### src/rtl/ctlreg_pkg.sv
package ctlreg_pkg;
  localparam int unsigned SELW = 4;
  localparam logic [SELW-1:0] SEL_STAT   = 4'd0;
  localparam logic [SELW-1:0] SEL_COND   = 4'd1;
  localparam logic [SELW-1:0] SEL_ISP    = 4'd2;
  localparam logic [SELW-1:0] SEL_USP    = 4'd3;
  localparam logic [SELW-1:0] SEL_SPARE0 = 4'd4;
  localparam logic [SELW-1:0] SEL_BPC0   = 4'd6;
  localparam logic [SELW-1:0] SEL_BSTAT2 = 4'd8;
  localparam int unsigned NSPARE = 2;
  localparam int unsigned NBPC   = 2;
  localparam int unsigned MODE_BIT = 7;
  localparam logic [7:0] BK_MASK  = 8'hC1;
  localparam logic [7:0] CUR_MASK = 8'hC0;
endpackage

### src/rtl/ctlreg_status.sv
module ctlreg_status (
  input  logic        clk,
  input  logic        rst,
  input  logic        stat_ctl_we,
  input  logic        cond_ctl_we,
  input  logic        bstat2_ctl_we,
  input  logic [15:0] wdata,
  input  logic        port_we,
  input  logic [7:0]  port_wd,
  output logic [7:0]  cur_q,
  output logic [7:0]  bk_q,
  output logic [7:0]  bstat2_q,
  output logic        cond_q
);
  always_ff @(posedge clk) begin
    if (rst) begin
      cur_q    <= '0;
      bk_q     <= '0;
      bstat2_q <= '0;
      cond_q   <= 1'b0;
    end else begin
      if (stat_ctl_we) begin
        bk_q   <= wdata[15:8];
        cur_q  <= wdata[7:0];
        cond_q <= wdata[0];
      end else if (port_we) begin
        cur_q  <= port_wd;
        cond_q <= port_wd[0];
      end
      if (cond_ctl_we)   cond_q   <= wdata[0];
      if (bstat2_ctl_we) bstat2_q <= wdata[7:0];
    end
  end

  p_stat_load_r3: assert property (@(posedge clk) disable iff (rst)
    stat_ctl_we |=> (bk_q == $past(wdata[15:8]) && cur_q == $past(wdata[7:0])
                     && cond_q == $past(wdata[0])));
  p_cond_only_r7: assert property (@(posedge clk) disable iff (rst)
    (cond_ctl_we && !port_we) |=> (cur_q == $past(cur_q) && bk_q == $past(bk_q)
                                   && cond_q == $past(wdata[0])));
endmodule

### src/rtl/ctlreg_sp_bank.sv
module ctlreg_sp_bank #(
  parameter int unsigned W = 32
) (
  input  logic         clk,
  input  logic         rst,
  input  logic         mode,
  input  logic         stat_ctl_we,
  input  logic         new_mode,
  input  logic         isp_we,
  input  logic         usp_we,
  input  logic [W-1:0] wdata,
  input  logic         gr_we,
  input  logic [W-1:0] gr_wd,
  output logic [W-1:0] gr_q,
  output logic [W-1:0] isp_view,
  output logic [W-1:0] usp_view
);
  logic [W-1:0] isp_q, usp_q;
  logic swap, gr_alias_we;

  assign swap        = stat_ctl_we && (new_mode != mode);
  assign gr_alias_we = (isp_we && !mode) || (usp_we && mode);

  always_ff @(posedge clk) begin
    if (rst) begin
      gr_q  <= '0;
      isp_q <= '0;
      usp_q <= '0;
    end else begin
      if (swap)             gr_q <= mode ? isp_q : usp_q;
      else if (gr_alias_we) gr_q <= wdata;
      else if (gr_we)       gr_q <= gr_wd;

      if (swap && !mode)        isp_q <= gr_q;
      else if (isp_we && mode)  isp_q <= wdata;

      if (swap && mode)         usp_q <= gr_q;
      else if (usp_we && !mode) usp_q <= wdata;
    end
  end

  assign isp_view = mode ? isp_q : gr_q;
  assign usp_view = mode ? gr_q  : usp_q;

  p_swap_down_r4: assert property (@(posedge clk) disable iff (rst)
    (stat_ctl_we && mode && !new_mode) |=> (usp_view == $past(gr_q) && gr_q == $past(isp_view)));
  p_swap_up_r4: assert property (@(posedge clk) disable iff (rst)
    (stat_ctl_we && !mode && new_mode) |=> (isp_view == $past(gr_q) && gr_q == $past(usp_view)));
  p_alias_isp_r5: assert property (@(posedge clk) disable iff (rst)
    (isp_we && !mode) |=> gr_q == $past(wdata));
  p_alias_usp_r5: assert property (@(posedge clk) disable iff (rst)
    (usp_we && mode) |=> gr_q == $past(wdata));
  p_gr_port_r12: assert property (@(posedge clk) disable iff (rst)
    (gr_we && !stat_ctl_we && !isp_we && !usp_we) |=> gr_q == $past(gr_wd));
endmodule

### src/rtl/ctlreg_file.sv
module ctlreg_file
  import ctlreg_pkg::*;
#(
  parameter int unsigned W = 32
) (
  input  logic            clk,
  input  logic            rst,
  input  logic [SELW-1:0] rd_sel,
  output logic [W-1:0]    rd_data,
  input  logic            wr_en,
  input  logic [SELW-1:0] wr_sel,
  input  logic [W-1:0]    wr_data,
  input  logic            stat_we,
  input  logic [7:0]      stat_wd,
  output logic [7:0]      stat_rd,
  input  logic            sp_we,
  input  logic [W-1:0]    sp_wd,
  output logic [W-1:0]    sp_rd
);
  logic [7:0] cur_q, bk_q, bstat2_q;
  logic       cond_q;
  logic [W-1:0] gr_q, isp_view, usp_view;
  logic [W-1:0] spare_q [NSPARE];
  logic [W-1:0] bpc_q   [NBPC];
  logic [W-1:0] rd_next;
  logic [7:0]   stat_pack;

  ctlreg_status u_status (
    .clk(clk), .rst(rst),
    .stat_ctl_we(wr_en && wr_sel == SEL_STAT),
    .cond_ctl_we(wr_en && wr_sel == SEL_COND),
    .bstat2_ctl_we(wr_en && wr_sel == SEL_BSTAT2),
    .wdata(wr_data[15:0]),
    .port_we(stat_we), .port_wd(stat_wd),
    .cur_q(cur_q), .bk_q(bk_q), .bstat2_q(bstat2_q), .cond_q(cond_q)
  );

  ctlreg_sp_bank #(.W(W)) u_sp (
    .clk(clk), .rst(rst),
    .mode(cur_q[MODE_BIT]),
    .stat_ctl_we(wr_en && wr_sel == SEL_STAT),
    .new_mode(wr_data[MODE_BIT]),
    .isp_we(wr_en && wr_sel == SEL_ISP),
    .usp_we(wr_en && wr_sel == SEL_USP),
    .wdata(wr_data),
    .gr_we(sp_we), .gr_wd(sp_wd),
    .gr_q(gr_q), .isp_view(isp_view), .usp_view(usp_view)
  );

  for (genvar g = 0; g < NSPARE; g++) begin : g_spare
    always_ff @(posedge clk) begin
      if (rst) spare_q[g] <= '0;
      else if (wr_en && wr_sel == SEL_SPARE0 + SELW'(g)) spare_q[g] <= wr_data;
    end
  end

  for (genvar g = 0; g < NBPC; g++) begin : g_bpc
    always_ff @(posedge clk) begin
      if (rst) bpc_q[g] <= '0;
      else if (wr_en && wr_sel == SEL_BPC0 + SELW'(g)) bpc_q[g] <= wr_data;
    end
  end

  assign stat_pack = (cur_q & CUR_MASK) | {7'b0, cond_q};

  always_comb begin
    rd_next = '0;
    case (rd_sel)
      SEL_STAT:              rd_next = W'({bk_q & BK_MASK, stat_pack});
      SEL_COND:              rd_next = W'(cond_q);
      SEL_ISP:               rd_next = isp_view;
      SEL_USP:               rd_next = usp_view;
      SEL_SPARE0:            rd_next = spare_q[0];
      SEL_SPARE0 + 4'd1:     rd_next = spare_q[1];
      SEL_BPC0:              rd_next = {bpc_q[0][W-1:1], 1'b0};
      SEL_BPC0 + 4'd1:       rd_next = {bpc_q[1][W-1:1], 1'b0};
      SEL_BSTAT2:            rd_next = W'(bstat2_q & BK_MASK);
      default:               rd_next = '0;
    endcase
  end

  always_ff @(posedge clk) begin
    if (rst) begin
      rd_data <= '0;
      stat_rd <= '0;
    end else begin
      rd_data <= rd_next;
      stat_rd <= {cur_q[7:1], cond_q};
    end
  end

  assign sp_rd = gr_q;

  p_stat_pack_r2: assert property (@(posedge clk) disable iff (rst)
    (rd_sel == SEL_STAT) |=> (rd_data[W-1:16] == '0 && rd_data[13:9] == '0 && rd_data[5:1] == '0));
  p_bpc_lsb_r8: assert property (@(posedge clk) disable iff (rst)
    (rd_sel == SEL_BPC0 || rd_sel == SEL_BPC0 + 4'd1) |=> rd_data[0] == 1'b0);
  p_undef_zero_r9: assert property (@(posedge clk) disable iff (rst)
    (rd_sel > SEL_BSTAT2) |=> rd_data == '0);
  p_bstat2_mask_r6: assert property (@(posedge clk) disable iff (rst)
    (rd_sel == SEL_BSTAT2) |=> (rd_data[W-1:8] == '0 && rd_data[5:1] == '0));
  p_port_noswap_r10: assert property (@(posedge clk) disable iff (rst)
    (stat_we && !wr_en && !sp_we) |=> $stable(sp_rd));
endmodule

### config.mk
export PLATFORM = sky130hd
export DESIGN_NAME = ctlreg_file
export DESIGN_NICKNAME = d
export VERILOG_FILES = /design/src/rtl/ctlreg_pkg.sv /design/src/rtl/ctlreg_status.sv /design/src/rtl/ctlreg_sp_bank.sv /design/src/rtl/ctlreg_file.sv
export SDC_FILE = /design/constraint.sdc
export NUM_CORES = 1
export LEC_CHECK = 0
export ABC_AREA = 1
export ABC_CLOCK_PERIOD_IN_PS = 3800
export BUFFER_PORTS_ARGS = -buffer_cell sky130_fd_sc_hd__clkbuf_2
export CAP_MARGIN = 10
export CORE_UTILIZATION = 63
export CTS_CLUSTER_DIAMETER = 100
export CTS_CLUSTER_SIZE = 30
export DETAILED_ROUTE_END_ITERATION = 10
export MAX_ROUTING_LAYER = met4
export PLACE_DENSITY = 0.9
export REMOVE_ABC_BUFFERS = 1
export SLEW_MARGIN = 40
export SYNTH_ARGS = -nofsm -noshare
export SYNTH_HDL_FRONTEND = slang
export SYNTH_SLANG_ARGS = --single-unit
### constraint.sdc
create_clock -name clk -period 3.8 [get_ports clk]
set_input_delay 0.57 -clock clk [delete_from_list [all_inputs] [get_ports clk]]
set_output_delay 0.57 -clock clk [all_outputs]
set_load 0.02 [all_outputs]
==> results of run 1 <==
layout make-up:
cell class,instances,area (um2),share of cell area (%)
clock inverters,2,28.78,0.1987
clock buffers,19,347.8,2.402
inverters,124,465.4,3.214
well taps,270,337.8,2.333
multi-input cells,1246,5466,37.75
flip-flops and latches,276,6788,46.88
repair buffers,188,1046,7.224
power breakdown:
part           internal, uW  switching (uW)  leakage, uW
clock                   667             948     0.000181
combinational           183             450      0.00377
sequential             3240            78.0      0.00243
flip-flops by register name, summed over array words and instances (netlist names):
name               count
u_sp.gr_q             32
stat_rd                8
u_sp.usp_q            32
rd_data               32
u_status.cur_q         7
u_sp.isp_q            32
spare_q               64
u_status.bstat2_q      3
u_status.bk_q          3
u_status.cond_q        1
bpc_q                 62
cell usage in the layout (no fill, tap or decap), drive strengths merged, types with 16 or more instances in the layout:
cell type	synthesis	final
inv	124	123
clkbuf	83	175
a21oi	19	19
o21ai	213	213
nor2	340	340
nor3	24	24
o21bai	24	24
nand2	431	431
nand3	162	162
buf	27	32
edfxtp	126	126
a31oi	16	16
dfxtp	150	150
metrics by stage:
stage	total power, uW	hold WS, ps
global placement	3978	412.4
global route	5733	369.0
finish	5570	335.9
detailed placement	4000	419.9
floorplan	3725	403.6
CTS	5551	331.2
cell families after synthesis:
family,after synthesis
simple gates,971
flops,276
compound gates,274
buf+inv,234
xor+xnor,1
tightest hold or removal path: stages:
cell and delay (ps):
clkbuf_2 80, nand3_1 70, a31oi_1 70
worst max path at each step:
stage,slack (ps),cells after the start,to
global route,760,6,u_sp.gr_q[26]$_SDFFE_PP0P_
CTS,1050,8,u_sp.gr_q[27]$_SDFFE_PP0P_
floorplan,-840,6,u_sp.gr_q[0]$_SDFFE_PP0P_
finish,850,6,u_sp.gr_q[18]$_SDFFE_PP0P_
global placement,880,12,u_sp.gr_q[23]$_SDFFE_PP0P_
detailed placement,760,12,u_sp.gr_q[25]$_SDFFE_PP0P_
per-layer routing:
| layer | track usage, % | part of all wire (%) |
|---|---|---|
| met1 | 46.68 | 35 |
| met2 | 59.19 | 46 |
| met3 | 4.750 | 13 |
| met4 | 18.49 | 5.4 |
| met5 | - | 0 |
==> impl_metrics.yaml, run 1 <==
pwr:
  power.leakage_uw: 0.006384
  ir_drop_uv: 354.1
  powerDensity_nw_per_um2: 384.7
timing:
  tns_ps: 0
  tightest_slew_ps: 880.6
  hold_violations: 0
  setup_slack_ps: 852.8
  clock_skew_ps: 26.22
  post-route-period-util_pct: 77.56
  setup_viol: 0
  fmax_mhz: 339.3
  drv_slew: 0
  fin_crit_ps: 2947
  slew-limit-headroom_pct: 40.93
  rsz0062_at_grt: "false"
die:
  dieArea_um2: 21440
  initial_utilization_pct: 64.53
  core_area_um2: 20360
  core.rowCount: 52
  pin_count: 157
  die_height_um: 146.4
  fp.dieW_um: 146.4
yosys:
  ys_seq_area_share_pct: 51.64
  synthCells: 1756
  ys_ff_latch: 276
  synth-compound-area-share_pct: 11.09
  synthFlopType: "dfxtp_1"
  synth_top_area_share_pct: 28.79
  syn-cell-area_um2: 13140
  yosysMostFrequentCell: "nand2_1"
  yosysWarnings: 0
  syn_avg_cell_area_um2: 7.484
  synth_edf_count: 126
  ys_types: 28
  synth-simple-area-share_pct: 30.23
  synthArstFlopShare_pct: 0
  synth_top_cell_by_area: "edfxtp_1"
  synth_top_family_by_area: "simple AND/OR/NAND/NOR gates"
  synth-xor-area-share_pct: 0.06665
  synthTopCellsByArea: "edfxtp_1 29%, dfxtp_1 23%, nand2_1 12%"
  synth_common_cells: "427 x nand2_1, 336 x nor2_1, 201 x o21ai_0, 162 x nand3_1, 150 x dfxtp_1"
  muxShareOfSynthArea_pct: 0
  synth_fa_ha_area_share_pct: 0
layout:
  drive_gt1_share_pct: 12.13
  final_area_um2: 14480
  nNetsFinal: 1934
  areaGrowthSynthToFinish_pct: 10.19
  final_core_util_pct: 71.10
  antenna_cells: 0
  final_cells: 2125
  fillers: 1577
route:
  vias_per_cell: 6.072
  num_vias: 12900
  drt_iter0_drc: 1594
  wl_per_cell_um: 18.25
  routed_wl_um: 38780
  ant_nets: 0
  post-route-drc-count: 0
  drt_pass1_iterations: 6
setup_path:
  path_max_fanout: 28
  cp-start-kind: "flop"
  critical_path_arrival_ps: 3340
  rrSetupSlack_ps: 850
  critPathRequiredTime_ps: 4200
  cpMaxStageDelayCell: "clkinv_1"
  crit_chain: "inv_2 > nand4_2 > nand4_2 > clkinv_1 > nor2_1 > nor2_1"
  endpoint_kind: "flop"
  crit_path_start: "u_status.cur_q[7]$_SDFFE_PP0P_"
  r2r_cells: 6
  regToRegStartpoint: "u_status.cur_q[7]$_SDFFE_PP0P_"
  crit_path_max_incr_delay_ps: 660
  crit_type: "flop to flop"
  cp_top_family: "simple AND/OR/NAND/NOR gates"
  cp_num_buf_inv: 2
  timing.rr.end: "u_sp.gr_q[18]$_SDFFE_PP0P_"
status:
  status: "complete, no violations"
cts:
  htree_levels: 1
  cts_buffer_depth: 3
  cts_tree: "done"
  cts_sinks: 276
  insertion_delay_ps: 490
  cts_buffers: 13
  cts_setup_buffers: 0
  clockRootBuffer: "clkbuf_16"
  cts_hold_buf: 0
  path_clk_slew_ps: 120
  cts_resized: 0
run:
  maxCapViolCount: 0
worst_hold_path:
  min_path_cells: 3
  holdPathEnd: "u_status.cond_q$_SDFFE_PP0P_"
  hold_start: "stat_wd[0]"
  min_path_type: "input pin to flop"
placement:
  io_buffers: 156
  dp_hpwl_um: 24010
  place_area_um2: 14100
  pre_cts_slack_ps: 764.7
  placed_cells: 2104
  gp_congestion: 0.8998
global_route:
  grt-ovfl-total: 0
  grt_usage_pct: 37.08
  grt_pass1_vias: 11800
  grt_max_degree: 92
  antenna_found_initial: 0
  grt_first_pass_wirelength_um: 60750
Power figures use the tool's default switching activity.
==> inputs of run 2 (changes only) <==
- ABC_CLOCK_PERIOD_IN_PS: 3800 -> 2700
- CORE_UTILIZATION: 63 -> 53
- PLACE_DENSITY: 0.9 -> 0.82
- clock period: 3.8 -> 2.7 ns (I/O delays scaled with it)
==> run 2 against run 1 <==
  * Count of clock-buffer cells in the layout unchanged
  * Highest routed layer unchanged
  * Largest cell class unchanged
  * Largest power group unchanged
  * Critical path depth decreased by 1
  * Worst hold slack got worse by 160 ps
==> impl_metrics.yaml, run 2 (synthesis results as in run 1) <==
placement:
  placed_cells: 2164
  dp_hpwl_um: 24190
  io_buffers: 156
  gp_congestion: 0.8747
cts:
  cts_resized: 0
  cts_hold_buf: 0
  htree_levels: 1
  cts_setup_buffers: 0
  cts_tree: "done"
  cts_buffers: 13
  clockRootBuffer: "clkbuf_16"
  cts_buffer_depth: 3
  insertion_delay_ps: 490
  path_clk_slew_ps: 110
  cts_sinks: 276
setup_path:
  crit_type: "flop to flop"
  critical_path_arrival_ps: 2660
  endpoint_kind: "flop"
  critPathRequiredTime_ps: 3110
  rrSetupSlack_ps: 450
  cp-start-kind: "flop"
  path_max_fanout: 27
global_route:
  antenna_found_initial: 0
  grt_pass1_vias: 11870
  grt_first_pass_wirelength_um: 61960
  grt_max_degree: 64
  grt-ovfl-total: 0
  grt_usage_pct: 31.75
route:
  wl_per_cell_um: 17.96
  drt_pass1_iterations: 7
  drt_iter0_drc: 1386
  post-route-drc-count: 0
  routed_wl_um: 39240
  num_vias: 12540
  vias_per_cell: 5.740
  ant_nets: 0
layout:
  final_cell_mix: "426 x nand2_1, 334 x nor2_1, 201 x o21ai_0, 161 x nand3_1, 156 x clkbuf_2"
  top_regs: "spare_q: 64 flops, bpc_q: 62 flops"
  final_core_util_pct: 60.11
  largest_register_ffs: 64
  drive_gt1_share_pct: 12.52
  antenna_cells: 0
  areaGrowthSynthToFinish_pct: 11.24
  layout_commonest_cell: "nand2_1"
  top_register: "spare_q"
  nNetsFinal: 1940
  final_cells: 2185
timing:
  fin_crit_ps: 2249
  hold_violations: 0
  tightest_slew_ps: 729.7
  whs_ps: 178.1
  rsz0062_at_grt: "false"
  tns_ps: 0
  setup_viol: 0
  clock_skew_ps: 22.90
  slew-limit-headroom_pct: 51.35
  post-route-period-util_pct: 83.29
  drv_slew: 0
  fmax_mhz: 444.7
pwr:
  swShare_pct: 26.42
  clkPwrFrac_pct: 29.0
  ir_drop_uv: 554.6
  power.internal_uw: 5776
  p_sw_uw: 2074
  p_total_uw: 7850
  p_seq_share_pct: 59.5
  powerDensity_nw_per_um2: 537.0
  combPwrFrac_pct: 11.5
  power.leakage_uw: 0.006434
die:
  dieArea_um2: 25430
  core.rowCount: 57
  core_area_um2: 24320
  fp.dieW_um: 159.5
  initial_utilization_pct: 54.04
  pin_count: 157
  die_height_um: 159.5
status:
  status: "complete, no violations"
worst_hold_path:
  min_path_type: "input pin to flop"
run:
  maxCapViolCount: 0
-- run 2: cell count changes in the layout (fill, tap and decap cells not counted), sizes merged --
| cell | delta |
|---|---|
| buf | +6 |
| clkinv | -2 |
| inv | +2 |
-- run 2: critical path, stage by stage (launching register included) --
cell	delay [ps]
dfxtp_2	350
inv_2	360
nand3_1	560
inv_1	570
nand3_1	130
a31oi_1	190
-- run 2: cell type report --
class / count / area (um2)
Inverter: 124 / 465.4
Clock inverter: 2 / 25.02
Fill cell: 2155 / 9702
Timing Repair Buffer: 194 / 1116
Tap cell: 324 / 405.4
Sequential cell: 276 / 6788
Multi-Input combinational cell: 1246 / 5466
Clock buffer: 19 / 351.6
-- run 2: final timing paths --
kind / start / endpoint / cells after the start
worst max-delay path: u_status.cur_q[7]$_SDFFE_PP0P_ / u_sp.usp_q[9]$_SDFFE_PP0P_ / 5
worst min register to register: u_status.cur_q[2]$_SDFFE_PP0P_ / stat_rd[2]$_SDFF_PP0_ / 2
worst min-delay path: stat_wd[0] / u_status.cond_q$_SDFFE_PP0P_ / 3
worst max register to register: u_status.cur_q[7]$_SDFFE_PP0P_ / u_sp.usp_q[9]$_SDFFE_PP0P_ / 5
-- run 2: power groups by stage --
| stage | clock network [uW] | registers, uW | logic [uW] |
|---|---|---|---|
| 6_report | 2280 | 4670 | 904 |
| 5_1_grt | 2420 | 4690 | 986 |
| 4_1_cts | 2280 | 4670 | 893 |
| 3_5_place_dp | 0 | 4760 | 887 |
| 3_3_place_gp | 0 | 4750 | 868 |
| 2_1_floorplan | 0 | 4830 | 409 |
-- run 2: layer usage --
metal | wire [um] | share of wire [%] | up-vias | track usage, %
met5 | 0 | 0 | - | -
met3 | 3980 | 10 | 157 | 4.324
li1 | - | - | 5887 | -
met2 | 18290 | 47 | 720 | 51.11
met4 | 1933 | 4.9 | 0 | 16.35
met1 | 15040 | 38 | 5778 | 39.06
-- run 2: per-stage QoR --
stage | worst slack, ps | cell area [um2]
final | 451.1 | 14620
after global routing | 323.1 | 14620
after CTS | 493.5 | 14620
after detailed placement | 487.7 | 14240
after global placement | 579.6 | 14240
after floorplan | -1941 | 12690
==> inputs of run 3 (changes only) <==
- ABC_CLOCK_PERIOD_IN_PS: 2700 -> 2000
- clock period: 2.7 -> 2 ns (I/O delays scaled with it)
==> run 3 against run 2 <==
  * Final cell count up 1.3%
  * Sequential share of layout area down 1.1 points
  * Clock power up 37%
  * Power up 37%
  * Critical endpoint is now u_sp.usp_q[17]$_SDFFE_PP0P_
  * Highest routed layer unchanged
==> impl_metrics.yaml, run 3 (synthesis results as in run 1) <==
setup_path:
  crit_chain: "inv_2 > nand3_1 > buf_4 > nand3_1 > o21ai_0 > o21ai_0 > inv_1"
  path_max_fanout: 14
  cp-start-kind: "flop"
  critical_path_arrival_ps: 2100
  cpMaxStageDelayCell: "dfxtp_2"
  crit_path_max_incr_delay_ps: 380
  r2r_cells: 7
  timing.rr.end: "u_sp.usp_q[17]$_SDFFE_PP0P_"
  endpoint: "u_sp.usp_q[17]$_SDFFE_PP0P_"
  crit_path_start: "u_status.cur_q[7]$_SDFFE_PP0P_"
  crit_type: "flop to flop"
  endpoint_kind: "flop"
  rrSetupSlack_ps: 290
  regToRegStartpoint: "u_status.cur_q[7]$_SDFFE_PP0P_"
  critPathRequiredTime_ps: 2390
layout:
  final_core_util_pct: 61.61
  nNetsFinal: 1969
  top_regs: "spare_q: 64 flops, bpc_q: 62 flops"
  top_register: "spare_q"
  layout_commonest_cell: "nand2_1"
  drive_gt1_share_pct: 13.71
  areaGrowthSynthToFinish_pct: 14.01
  antenna_cells: 0
  largest_register_ffs: 64
  final_cells: 2213
  final_cell_mix: "427 x nand2_1, 334 x nor2_1, 201 x o21ai_0, 161 x nand3_1, 156 x clkbuf_2"
route:
  wl_per_cell_um: 18.03
  num_vias: 12710
  drt_pass1_iterations: 6
  vias_per_cell: 5.742
  drt_iter0_drc: 1470
  post-route-drc-count: 0
  ant_nets: 0
  routed_wl_um: 39900
global_route:
  grt_first_pass_wirelength_um: 62930
  grt-ovfl-total: 0
  grt_max_degree: 64
  antenna_found_initial: 0
  grt_util_met1_pct: 40.28
  grt_usage_pct: 32.35
  grt_pass1_vias: 12080
  busiest_layer: "met2"
  grtUsageMet3_pct: 3.881
  grt_util_met2_pct: 52.52
cts:
  cts_hold_buf: 0
  path_clk_slew_ps: 110
  htree_levels: 1
  cts_tree: "done"
  cts_resized: 0
  cts_setup_buffers: 0
  cts_buffers: 13
  clockRootBuffer: "clkbuf_16"
  insertion_delay_ps: 500
  cts_sinks: 276
  cts_buffer_depth: 3
die:
  die_height_um: 159.5
  initial_utilization_pct: 54.04
  core.rowCount: 57
  dieArea_um2: 25430
  core_area_um2: 24320
  fp.dieW_um: 159.5
  pin_count: 157
timing:
  fmax_mhz: 584.5
  slew-limit-headroom_pct: 51.23
  drv_slew: 0
  tightest_slew_ps: 731.6
  whs_ps: 74.30
  hold_violations: 0
  post-route-period-util_pct: 85.55
  fin_crit_ps: 1711
  tns_ps: 0
  setup_viol: 0
  clock_skew_ps: 28.54
  rsz0062_at_grt: "false"
pwr:
  powerDensity_nw_per_um2: 715.3
  power.leakage_uw: 0.006620
  ir_drop_uv: 467.4
  p_total_uw: 10720
run:
  maxCapViolCount: 0
placement:
  gp_congestion: 0.9282
  placed_cells: 2193
  dp_hpwl_um: 25850
  io_buffers: 156
worst_hold_path:
  min_path_type: "input pin to flop"
  min_path_cells: 3
status:
  status: "complete, no violations"
[run 3: critical path, delay by kind of cell (launching register included)]
kind | cells | cell delay, ps
flops | 1 | 380
compound gates | 2 | 360
simple gates | 2 | 380
buf+inv | 3 | 500
[run 3: final cells by class]
cell class,count,area [um2]
multi-input combinational,1246,5464
timing repair buffer,223,1471
sequential,276,6788
tap,324,405.4
fill,2120,9336
clock inverter,1,20.02
inverter,124,465.4
clock buffer,19,369.1
[run 3: layer usage]
metal | share of wire [%] | wire length (um) | up-vias
li1 | - | - | 5945
met1 | 37 | 14800 | 5733
met2 | 47 | 18660 | 879
met3 | 11 | 4558 | 150
met4 | 4.7 | 1894 | 0
met5 | 0 | 0 | -
[run 3: worst min-delay path by stage]
stage	startpoint	slack [ps]	end
final	stat_wd[4]	70	u_status.cur_q[4]$_SDFFE_PP0P_
after detailed placement	u_status.cur_q[2]$_SDFFE_PP0P_	420	stat_rd[2]$_SDFF_PP0_
after global routing	stat_wd[0]	90	u_status.cond_q$_SDFFE_PP0P_
after CTS	stat_wd[0]	60	u_status.cond_q$_SDFFE_PP0P_
after floorplan	rst	370	rd_data[14]$_SDFF_PP0_
after global placement	u_status.cur_q[1]$_SDFFE_PP0P_	420	stat_rd[1]$_SDFF_PP0_
[run 3: power breakdown]
group / switching, uW / internal [uW]
logic: 872 / 404
clock network: 1800 / 1330
registers: 146 / 6160
[run 3: stage by stage]
stage / area [um2] / setup WS [ps]
2_1_floorplan: 12690 / -2641
3_3_place_gp: 14590 / 138.0
3_5_place_dp: 14590 / 58.82
4_1_cts: 14980 / 308.9
5_1_grt: 14980 / 158.5
6_report: 14980 / 289.0
